<file path="src/rtl/adc_cs_pkg.sv">
package adc_cs_pkg;
  typedef enum logic [1:0] {
    ST_IDLE  = 2'd0,
    ST_CONV  = 2'd1,
    ST_READY = 2'd2,
    ST_SHIFT = 2'd3
  } port_state_e;
endpackage

</file>
<file path="src/rtl/adc_edge_det.sv">
module adc_edge_det #(
  parameter int unsigned N = 3,
  parameter logic [N-1:0] RST_VAL = '0
) (
  input  logic         clk_i,
  input  logic         rst_ni,
  input  logic [N-1:0] sig_i,
  output logic [N-1:0] level_o,
  output logic [N-1:0] rise_o,
  output logic [N-1:0] fall_o
);
  for (genvar g = 0; g < N; g++) begin : g_bit
    logic q;
    always_ff @(posedge clk_i or negedge rst_ni) begin
      if (!rst_ni) q <= RST_VAL[g];
      else         q <= sig_i[g];
    end
    assign level_o[g] = q;
    assign rise_o[g]  = sig_i[g] & ~q;
    assign fall_o[g]  = ~sig_i[g] & q;
  end
endmodule

</file>
<file path="src/rtl/adc_conv_timer.sv">
module adc_conv_timer #(
  parameter int unsigned CYCLES = 8
) (
  input  logic clk_i,
  input  logic rst_ni,
  input  logic start_i,
  output logic busy_o,
  output logic done_o
);
  localparam int unsigned CNT_W = (CYCLES > 1) ? $clog2(CYCLES) : 1;
  localparam logic [CNT_W-1:0] LOAD = CNT_W'(CYCLES - 1);

  logic [CNT_W-1:0] cnt_q;
  logic             busy_q;

  assign done_o = busy_q && (cnt_q == '0);
  assign busy_o = busy_q;

  always_ff @(posedge clk_i or negedge rst_ni) begin
    if (!rst_ni) begin
      busy_q <= 1'b0;
      cnt_q  <= '0;
    end else if (start_i) begin
      busy_q <= 1'b1;
      cnt_q  <= LOAD;
    end else if (busy_q) begin
      if (cnt_q == '0) busy_q <= 1'b0;
      else             cnt_q  <= cnt_q - 1'b1;
    end
  end
endmodule

</file>
<file path="src/rtl/adc_cs_port.sv">
module adc_cs_port
  import adc_cs_pkg::*;
#(
  parameter int unsigned DATA_W      = 18,
  parameter int unsigned CONV_CYCLES = 8
) (
  input  logic              clk_i,
  input  logic              rst_ni,
  input  logic              cnv_i,
  input  logic              sdi_i,
  input  logic              sck_i,
  input  logic [DATA_W-1:0] sample_i,
  output logic              sdo_o,
  output logic              sdo_oe_o
);
  localparam int unsigned IDX_W = (DATA_W > 1) ? $clog2(DATA_W) : 1;
  localparam logic [IDX_W-1:0] TOP_IDX = IDX_W'(DATA_W - 1);

  // pin order: {sck, sdi, cnv}; sdi idles high
  logic [2:0] lvl, rise, fall;
  adc_edge_det #(.N(3), .RST_VAL(3'b010)) u_edge (
    .clk_i, .rst_ni,
    .sig_i  ({sck_i, sdi_i, cnv_i}),
    .level_o(lvl), .rise_o(rise), .fall_o(fall)
  );

  logic cnv_rise, sdi_fall, sck_fall;
  assign cnv_rise = rise[0];
  assign sdi_fall = fall[1];
  assign sck_fall = fall[2];

  port_state_e      st_q;
  logic [DATA_W-1:0] data_q;
  logic [IDX_W-1:0]  idx_q;
  logic              conv_start, conv_busy, conv_done;

  assign conv_start = ((st_q == ST_IDLE) || (st_q == ST_READY)) && cnv_rise && sdi_i;

  adc_conv_timer #(.CYCLES(CONV_CYCLES)) u_timer (
    .clk_i, .rst_ni,
    .start_i(conv_start),
    .busy_o (conv_busy),
    .done_o (conv_done)
  );

  always_ff @(posedge clk_i or negedge rst_ni) begin
    if (!rst_ni) begin
      st_q   <= ST_IDLE;
      data_q <= '0;
      idx_q  <= '0;
    end else begin
      unique case (st_q)
        ST_IDLE, ST_READY: begin
          if (conv_start) begin
            data_q <= sample_i;
            st_q   <= ST_CONV;
          end else if (st_q == ST_READY && sdi_fall) begin
            idx_q <= TOP_IDX;
            st_q  <= ST_SHIFT;
          end
        end
        ST_CONV: begin
          // select low at completion: pin belongs to another device, drop result
          if (conv_done) st_q <= sdi_i ? ST_READY : ST_IDLE;
        end
        ST_SHIFT: begin
          if (sdi_i) st_q <= ST_IDLE;
          else if (sck_fall) begin
            if (idx_q == '0) st_q  <= ST_IDLE;
            else             idx_q <= idx_q - 1'b1;
          end
        end
        default: st_q <= ST_IDLE;
      endcase
    end
  end

  logic in_shift;
  assign in_shift = (st_q == ST_SHIFT);
  assign sdo_oe_o = in_shift || ((st_q == ST_IDLE) && !lvl[0] && !lvl[1]);
  assign sdo_o    = in_shift && data_q[idx_q];
endmodule

</file>
<file path="config.mk">
export PLATFORM = sky130hd
export DESIGN_NAME = adc_cs_port
export DESIGN_NICKNAME = d
export VERILOG_FILES = /design/src/rtl/adc_cs_pkg.sv /design/src/rtl/adc_edge_det.sv /design/src/rtl/adc_conv_timer.sv /design/src/rtl/adc_cs_port.sv
export SDC_FILE = /design/constraint.sdc
export NUM_CORES = 1
export LEC_CHECK = 0
export ABC_AREA = 1
export CAP_MARGIN = 10
export CORE_MARGIN = 1.5
export CORE_UTILIZATION = 57
export DETAILED_ROUTE_END_ITERATION = 10
export GPL_ROUTABILITY_DRIVEN = 0
export GPL_TIMING_DRIVEN = 0
export PLACE_DENSITY = 0.89
export SYNTH_ARGS = -nofsm -noshare
export SYNTH_HDL_FRONTEND = slang
export SYNTH_HIERARCHICAL = 1
export SYNTH_SLANG_ARGS = --single-unit
export TNS_END_PERCENT = 1
</file>
<file path="constraint.sdc">
create_clock -name clk_i -period 4.34 [get_ports clk_i]
set_input_delay 0.651 -clock clk_i [delete_from_list [all_inputs] [get_ports clk_i]]
set_output_delay 0.651 -clock clk_i [all_outputs]
set_load 0.01 [all_outputs]
</file>
==> summary.txt <==
Routing
  • DR WL/cell: ~11 um
  • Final WL: 3010 um
  • First drt pass iteration count: 5
  • DRT antenna net count: 0
  • Via count: 1424
  • First DRT Iteration DRCs: 62
  • DR vias/cell: 5.16
  • DRC viols: 0

Timing
  • Max Freq: 0.362 GHz
  • Final cycle utilization of the critical path: 0.636
  • # setup viols final: 0
  • Worst Tran Pin Value: 0.592 ns
  • Period minus WS final: 2.76 ns
  • Slew headroom: 0.604
  • Slew Limit Fails: 0
  • WHS: 0.488 ns
  • Setup TNS Final: 0 ns
  • Final hold vios: 0
  • Setup Skew: approximately 0.009 ns
  • RSZ-0062 raised after global routing: no

Setup path
  • Buffers and inverters on the worst path: 1
  • Worst path depth: 8
  • Reg2reg path depth: 9
  • CP most frequent cell: nor2_1
  • Worst-path fanout max: 5
  • Crit. End Element: output pin
  • CP Launch Type: flop
  • WS Path Type: reg -> out
  • RR Endpoint: st_q[0]
  • Worst EP arrival: about 2.1 ns
  • Max stage delay on crit path: 0.56 ns
  • Critical path cell sequence: nor2_1 > o21ai_1 > nor2_1 > nor2_1 > nand2_1 > nand3_1 > a21oi_1 > clkdlybuf4s50_1
  • CP max stage cell: clkdlybuf4s50_1
  • Worst Path Required: 3.69 ns
  • Worst reg2reg setup slack: 2.66 ns
  • Top delay family on crit path: buffers and inverters
  • Reg-to-reg startpoint: idx_q[0]

Finish
  • Share of cells above drive strength 1: 0.118
  • Finished Cell Area: 2020 um2
  • Commonest cells after routing, fill and taps aside: nand2_1, dfrtp_1, inv_1, clkdlybuf4s50_1, nand3_1
  • Antenna fix cells: 0
  • Sequential cell area: roughly 800 um2
  • Multi-input gate area: 698 um2
  • Area Growth Syn to Fin: 21.2%
  • Commonest non-fill, non-tap cell in the layout: nand2_1
  • Final core occ: 0.732
  • Fillcell total: roughly 220
  • Fin nets: 271
  • Final cell count without fillers: 276

Clock network
  • Hold_buf cts: 0
  • CTS sink cnt: 32
  • Clock Latency Late Sink: 0.32 ns
  • Number of CTS-inserted buffers: 5
  • Clock Tree Root: clkbuf_4
  • Clock Tree Buf Depth: 2
  • Post-CTS sizing: 0
  • Clock slew at reported path FFs: 0.09 ns
  • Postcts setup bufs: 0
  • CTS tree: done
  • CTS H-tree depth: 2

Floorplan
  • DIE HEIGHT: 57.1 um
  • Starting Density: 0.604
  • Core Box Area: 2760 um2
  • Die area: 3250 um2
  • Row count: 19
  • Die W: 57.1 um
  • IO Count: 25

Global routing
  • Initial antenna violation count: 0
  • Largest net degree at the start of global routing: 22
  • First-pass GRT wire length: 5520 um
  • Overflow after GRT: 0
  • Vias in the first global route: 1351
  • GR Util All Layers: 0.217

Power
  • Clock power share: 0.121
  • P_leak: 1.02 nW
  • Switching share of power: 0.413
  • Reg power frac: 0.419
  • Power share of the combinational group: 0.460
  • Switching Power: 0.506 mW
  • P_int: 0.719 mW
  • Maximum vdd ir drop: 0.470 mV
  • Power Dens Cells: 607 nW/um2

Min path
  • HP Class: reg -> reg
  • Worst hold path stage count: 2
  • Hold EP: data_q[6]
  • Worst Hold Launch: data_q[6]

Synthesis
  • Cell Area, Synth: 1670 um2
  • Post-Synthesis Cells: 213
  • Post-synth net total: 239
  • Synth Warn #: 6
  • Synthesized area per cell: 7.82 um2

Place
  • Placed instance area: between 1500 and 2000 um2
  • I/O Buffers: 24
  • Placed cell count: 269
  • Detail Placement HPWL: 2320 um

Run status
  • Outcome: finished clean

Job
  • Max-cap check violation count: 0
## flip-flops by register name, summed over array words and instances (netlist names)
name and cells:
idx_q 5, u_timer/cnt_q 3, st_q 2, u_timer/busy_o 1
u_edge/g_bit.q 3, data_q 18
## layout make-up
type | instances | area share
plain buffers | 8 | 0.0260
clock buffers | 6 | 0.0205
clock inverters | 1 | 0.00248
inverters | 30 | 0.0558
multi-input cells | 143 | 0.346
flip-flops and latches | 32 | 0.397
well taps | 31 | 0.0192
repair buffers | 25 | 0.133
## per-layer routing
layer | vias to the layer above | track usage | share of wire
met3 | 4 | 0.0408 | 0.044
met5 | - | 0 | 0
li1 | 731 | - | -
met1 | 658 | 0.283 | 0.48
met2 | 31 | 0.361 | 0.47
met4 | 0 | 0.0797 | 0.010
## through the flow
step	setup WS [ns]	total power [mW]
after detailed placement	1.95	1.08
after global routing	1.42	1.36
after floorplan	2.57	0.928
final	1.58	1.23
after global placement	1.95	1.05
after CTS	1.60	1.23
## worst max path at each step
stage / slack, ns / from / to
after detailed placement: 1.95 / idx_q[0] / sdo_o
final: 1.58 / idx_q[2] / sdo_o
after global routing: 1.42 / idx_q[0] / sdo_o
after global placement: 1.95 / idx_q[2] / sdo_o
after CTS: 1.60 / idx_q[0] / sdo_o
after floorplan: 2.57 / idx_q[0] / sdo_o
## tightest hold or removal path: stages (launching register included)
cell	delay [ns]
dfrtp_1	0.35
nand2_1	0.06
nand2_1	0.05
## power groups by stage
| stage | clock network (mW) | registers, mW | logic [mW] |
|---|---|---|---|
| floorplan | 0 | 0.498 | 0.431 |
| global placement | 0 | 0.512 | 0.542 |
| CTS | 0.152 | 0.514 | 0.566 |
| global route | 0.168 | 0.531 | 0.657 |
| finish | 0.149 | 0.514 | 0.564 |
| detailed placement | 0 | 0.520 | 0.562 |
Note: power is estimated with default switching activity, not from simulation.
